===== src/rtl/pfd_abl_pkg.sv =====
package pfd_abl_pkg;

   // Two-bit antibacklash select codes
   typedef enum logic [1:0] {
      ABW_C00 = 2'b00,
      ABW_C01 = 2'b01,
      ABW_C10 = 2'b10,
      ABW_C11 = 2'b11
   } abw_code_t;

   // Delay in sampling-clock cycles for a given select code
   function automatic int pick_delay(input logic [1:0] code,
                                     input int d00, input int d01,
                                     input int d10, input int d11);
      case (code)
         ABW_C00: pick_delay = d00;
         ABW_C01: pick_delay = d01;
         ABW_C10: pick_delay = d10;
         default: pick_delay = d11;
      endcase
   endfunction

   function automatic int max4(input int a, input int b, input int c, input int d);
      int m;
      m = a;
      if (b > m) m = b;
      if (c > m) m = c;
      if (d > m) m = d;
      return m;
   endfunction

   function automatic int min4(input int a, input int b, input int c, input int d);
      int m;
      m = a;
      if (b < m) m = b;
      if (c < m) m = c;
      if (d < m) m = d;
      return m;
   endfunction

endpackage


===== src/rtl/pfd_edge_sync.sv =====
module pfd_edge_sync #(
   parameter int STAGES = 2
) (
   input  logic clk_i,
   input  logic rst_i,
   input  logic din_i,
   output logic rise_o
);
   // Synchroniser stages plus one history flop for the edge detector
   logic [STAGES:0] pipe_q;

   always_ff @(posedge clk_i) begin
      if (rst_i) pipe_q <= '0;
      else       pipe_q <= {pipe_q[STAGES-1:0], din_i};
   end

   assign rise_o = pipe_q[STAGES-1] & ~pipe_q[STAGES];
endmodule


===== src/rtl/pfd_flag_ch.sv =====
module pfd_flag_ch (
   input  logic clk_i,
   input  logic rst_i,
   input  logic rise_i,   // synchronised rising edge of this channel
   input  logic pend_i,   // both flags set: clear is pending
   input  logic clr_i,    // shared clear fires this cycle
   output logic flag_o
);
   logic flag_q;
   logic hold_q;

   always_ff @(posedge clk_i) begin
      if (rst_i) begin
         flag_q <= 1'b0;
         hold_q <= 1'b0;
      end else if (clr_i) begin
         // Clear wins; an edge arriving now is deferred
         flag_q <= 1'b0;
         hold_q <= hold_q | rise_i;
      end else if (pend_i) begin
         // Flag already set; remember any new edge
         hold_q <= hold_q | rise_i;
      end else begin
         // Idle or single flag: apply a held or fresh edge
         if (hold_q | rise_i) flag_q <= 1'b1;
         hold_q <= 1'b0;
      end
   end

   assign flag_o = flag_q;
endmodule


===== src/rtl/pfd_clr_timer.sv =====
module pfd_clr_timer #(
   parameter int CW = 2
) (
   input  logic          clk_i,
   input  logic          rst_i,
   input  logic          both_i,
   input  logic [CW-1:0] dly_i,
   output logic          clr_o
);
   logic [CW-1:0] cnt_q;

   // Fires in the D-th cycle of overlap so flags drop after D cycles
   assign clr_o = both_i & (cnt_q == (dly_i - CW'(1)));

   always_ff @(posedge clk_i) begin
      if (rst_i)                cnt_q <= '0;
      else if (!both_i || clr_o) cnt_q <= '0;
      else                      cnt_q <= cnt_q + CW'(1);
   end
endmodule


===== src/rtl/pfd_abl.sv =====
module pfd_abl #(
   parameter int SYNC_STAGES = 2,
   parameter int DLY_00      = 2,
   parameter int DLY_01      = 1,
   parameter int DLY_10      = 3,
   parameter int DLY_11      = 2
) (
   input  logic       clk_i,
   input  logic       rst_i,
   input  logic       ref_pulse_i,
   input  logic       fbk_pulse_i,
   input  logic [1:0] abw_sel_i,
   output logic       up_o,
   output logic       dn_o,
   output logic       min_width_o
);
   import pfd_abl_pkg::*;

   localparam int NCH     = 2;
   localparam int MAX_DLY = max4(DLY_00, DLY_01, DLY_10, DLY_11);
   localparam int MIN_DLY = min4(DLY_00, DLY_01, DLY_10, DLY_11);
   localparam int CW      = (MAX_DLY < 2) ? 1 : $clog2(MAX_DLY + 1);

   // Elaboration-time parameter checks
   if (SYNC_STAGES < 2) begin : g_bad_sync
      $error("pfd_abl: SYNC_STAGES must be at least 2");
   end
   if (MIN_DLY < 1) begin : g_bad_dly
      $error("pfd_abl: every antibacklash delay must be at least 1 cycle");
   end

   logic [NCH-1:0] pin_w;
   logic [NCH-1:0] rise_w;
   logic [NCH-1:0] flag_w;
   logic           both_w;
   logic           clr_w;
   logic [CW-1:0]  dly_w;

   assign pin_w  = {fbk_pulse_i, ref_pulse_i};
   assign both_w = &flag_w;
   assign dly_w  = CW'(pick_delay(abw_sel_i, DLY_00, DLY_01, DLY_10, DLY_11));

   for (genvar g = 0; g < NCH; g++) begin : g_ch
      pfd_edge_sync #(.STAGES(SYNC_STAGES)) u_sync (
         .clk_i  (clk_i),
         .rst_i  (rst_i),
         .din_i  (pin_w[g]),
         .rise_o (rise_w[g])
      );
      pfd_flag_ch u_flag (
         .clk_i  (clk_i),
         .rst_i  (rst_i),
         .rise_i (rise_w[g]),
         .pend_i (both_w),
         .clr_i  (clr_w),
         .flag_o (flag_w[g])
      );
   end

   pfd_clr_timer #(.CW(CW)) u_timer (
      .clk_i  (clk_i),
      .rst_i  (rst_i),
      .both_i (both_w),
      .dly_i  (dly_w),
      .clr_o  (clr_w)
   );

   assign up_o        = flag_w[0];
   assign dn_o        = flag_w[1];
   assign min_width_o = (dly_w == CW'(MIN_DLY));
endmodule


===== config.mk =====
export PLATFORM = sky130hd
export DESIGN_NAME = pfd_abl
export DESIGN_NICKNAME = d
export VERILOG_FILES = /design/src/rtl/pfd_abl_pkg.sv /design/src/rtl/pfd_edge_sync.sv /design/src/rtl/pfd_flag_ch.sv /design/src/rtl/pfd_clr_timer.sv /design/src/rtl/pfd_abl.sv
export SDC_FILE = /design/constraint.sdc
export NUM_CORES = 1
export LEC_CHECK = 0
export ABC_AREA = 1
export BUFFER_PORTS_ARGS = -buffer_cell sky130_fd_sc_hd__buf_4
export CAP_MARGIN = 20
export CORE_AREA = 2 2 39 41
export DETAILED_ROUTE_END_ITERATION = 16
export DIE_AREA = 0 0 41 43
export SLEW_MARGIN = 20
export SYNTH_ARGS = -nofsm -noshare
export SYNTH_HDL_FRONTEND = slang
export SYNTH_SLANG_ARGS = --single-unit

===== constraint.sdc =====
create_clock -name clk_i -period 2 [get_ports clk_i]
set_input_delay 0.1 -clock clk_i [delete_from_list [all_inputs] [get_ports clk_i]]
set_output_delay 0.1 -clock clk_i [all_outputs]
set_load 0.01 [all_outputs]

==> impl_metrics.yaml <==
outcome:
  outcome: "complete, no violations"
sta:
  fin_setup_tns_ns: 0
  hold_viol_final: 0
  fmax_mhz: 1161
  worst_pin_slew_ns: 0.1457
  slew_violations: 0
  rsz0062_at_grt: "no"
  finalCritPeriodShare: 0.4308
  finClkSkew_ns: 0.006494
  setup_violations: 0
  fin_crit_ns: 0.8616
  slew_headroom: 0.9027
clock_network:
  cts_tree: "done"
  ctsHoldBuffers: 0
  htreeDepth: 1
  cts_buffers: 3
  clk_pin_slew_ns: 0.08
  post_cts_resized: 0
  post_cts_buffers: 0
  cts.sinks: 12
  clockBufferDepth: 2
  clockRootBuffer: "clkbuf_4"
  clk_latency_ns: 0.27
route:
  routed_wirelength_um: 695
  drt_iter0_drc: 7
  ant_nets: 0
  vias: 361
  first_pass_iters: 2
  post_drt_via_cell_ratio: 4.102
  drcViolationCount: 0
  wire_per_inst_um: 7.898
final_layout:
  num-fill-cells: 148
  drive_gt1_frac: 0.2917
  syn2layout_area_growth_pct: 21.21
  num_antenna_cells: 0
  multi_input_area_um2: 183.9
  layout_commonest_cell: "nand2_1"
  seq_area_um2: 240.2
  final_nets: 81
  final_cells: 88
  final_util: 0.4340
  final_cell_mix: "13 x nand2_1, 12 x inv_1, 12 x dfxtp_1"
setup_path:
  cp_data_required_time_ns: 1.90
  critPathTopFamily: "flip-flops"
  criticalPathCategory: "flop to output port"
  end_kind: "output port"
  cp_cell_sequence: "buf_4"
  r2r.worst_path.cells: 5
  critPathBufInv: 1
  timing.rr.end: "g_ch[0].u_flag.flag_o"
  cpMaxStageDelayCell: "dfxtp_1"
  cp_slowest_stage_delay_ns: 0.36
  rrSetupSlack_ns: 1.18
  cp_max_fo: 3
  cp_data_arrival_time_ns: 0.76
  reg2reg_from: "g_ch[1].u_flag.flag_o"
  crit_path_start_kind: "flop"
floorplan:
  die_area_um2: 1763
  coreArea_um2: 1384
  initial_utilization: 0.3580
  die-width_um: 41
  io_pins: 9
  die_y_um: 43
  rows: 14
synthesis:
  synth_top_cell_area_share: 0.4848
  synth_fp_nets: 69
  ys_top_cells_by_area: "dfxtp_1 48%, nand2_1 9.8%, inv_1 9.1%"
  syn_inst: 61
  yosysSeqAreaShare: 0.4848
  syn_area_per_cell_um2: 8.123
  yosysWarnings: 0
  synth_seq_cells: 12
  yosysTopAreaCell: "dfxtp_1"
  yosysUniqueCellTypes: 12
  syn_area_um2: 495.5
placed_design:
  io_buffer_count: 8
  dp.cells: 84
  gp_congestion: 0.6450
  place_hpwl_um: 546
global_route:
  grt_usage: 0.1082
  grt_pass1_vias: 341
  grt_pass1_wl_mm: 1.179
  grt-ovfl-total: 0
  grt_antenna_before_repair: 0
  grt_max_degree: 9
hold_path:
  min_path_type: "input pin to flop"
  min-delay-start: "ref_pulse_i"
  min_delay_path_depth: 3
  worstHoldEndpoint: "g_ch[0].u_sync.pipe_q[0]"
power_and_ir_drop:
  p_per_area_nw_per_um2: 797.6
  ir_drop_mv: 0.4379
  leakage_nw: 0.3140
run:
  maxCapViolCount: 0
-- synth_stat cells (all sizes together) --
| cell type | number |
|---|---|
| nand2 | 14 |
| inv | 16 |
| dfxtp | 12 |
| o21bai | 2 |
| a21oi | 1 |
| nand3 | 1 |
| buf | 1 |
| nor2 | 12 |
| ha | 2 |
-- area by class of cell --
type / count / share of cell area
clock buffer: 4 / 0.06042
inverter: 16 / 0.1000
multi-input combinational: 32 / 0.3062
sequential: 12 / 0.4000
tap: 16 / 0.03333
timing repair buffer: 8 / 0.1000
-- worst max path at each step --
stage                                        to  slack [ns]             startpoint  cells after the start
after floorplan           g_ch[0].u_flag.flag_o        1.17  g_ch[0].u_flag.flag_o                      5
after global placement    g_ch[0].u_flag.flag_o        1.03           abw_sel_i[0]                      9
after detailed placement  g_ch[0].u_flag.flag_o        1.02           abw_sel_i[0]                      9
after CTS                                  dn_o        1.13  g_ch[1].u_flag.flag_o                      1
after global routing      g_ch[0].u_flag.flag_o        1.09       u_timer.cnt_q[0]                      6
final                                      dn_o        1.14  g_ch[1].u_flag.flag_o                      1
-- routing by layer --
layer	part of all wire	global-route usage	vias up
li1	-	-	195
met1	0.44	0.1184	153
met2	0.47	0.1375	10
met3	0.052	0.04712	3
met4	0.036	0.1200	0
met5	0	0	-
-- flip-flops by register name (all words and copies together), names as in the netlist --
signal,cells
g_ch.u_flag.hold_q,2
g_ch.u_sync.pipe_q,6
u_timer.cnt_q,2
g_ch.u_flag.flag_o,2
-- power breakdown --
part / internal (mW) / switching, mW / leakage, nW
Combinational: 0.0197 / 0.0201 / 0.195
Clock: 0.111 / 0.0788 / 0.0210
Sequential: 0.246 / 0.00378 / 0.0980
Total: 0.376 / 0.103 / 0.314
-- per-stage QoR --
stage / area (um2) / hold WS [ns] / total power [mW] / worst slack, ns
after global routing: 600.6 / 0.02575 / 0.5037 / 1.090
final: 600.6 / 0.03067 / 0.4790 / 1.138
after floorplan: 495.5 / 0.2070 / 0.2813 / 1.170
after detailed placement: 564.3 / 0.3093 / 0.2960 / 1.018
after global placement: 564.3 / 0.3044 / 0.2945 / 1.028
after CTS: 600.6 / 0.02243 / 0.4871 / 1.125
-- logic make-up (layout without fill, tap and decap cells) --
logic type                 after synthesis  in the layout  synth area share
adders and majority gates                2              2           0.05050
buffers and inverters                   17             28            0.1439
AOI/OAI and AO/OA                        3              3           0.09345
DFF                                     12             12            0.4848
and+or+nand+nor                         27             27            0.2273
No activity file was read; power rests on OpenSTA's default activity.
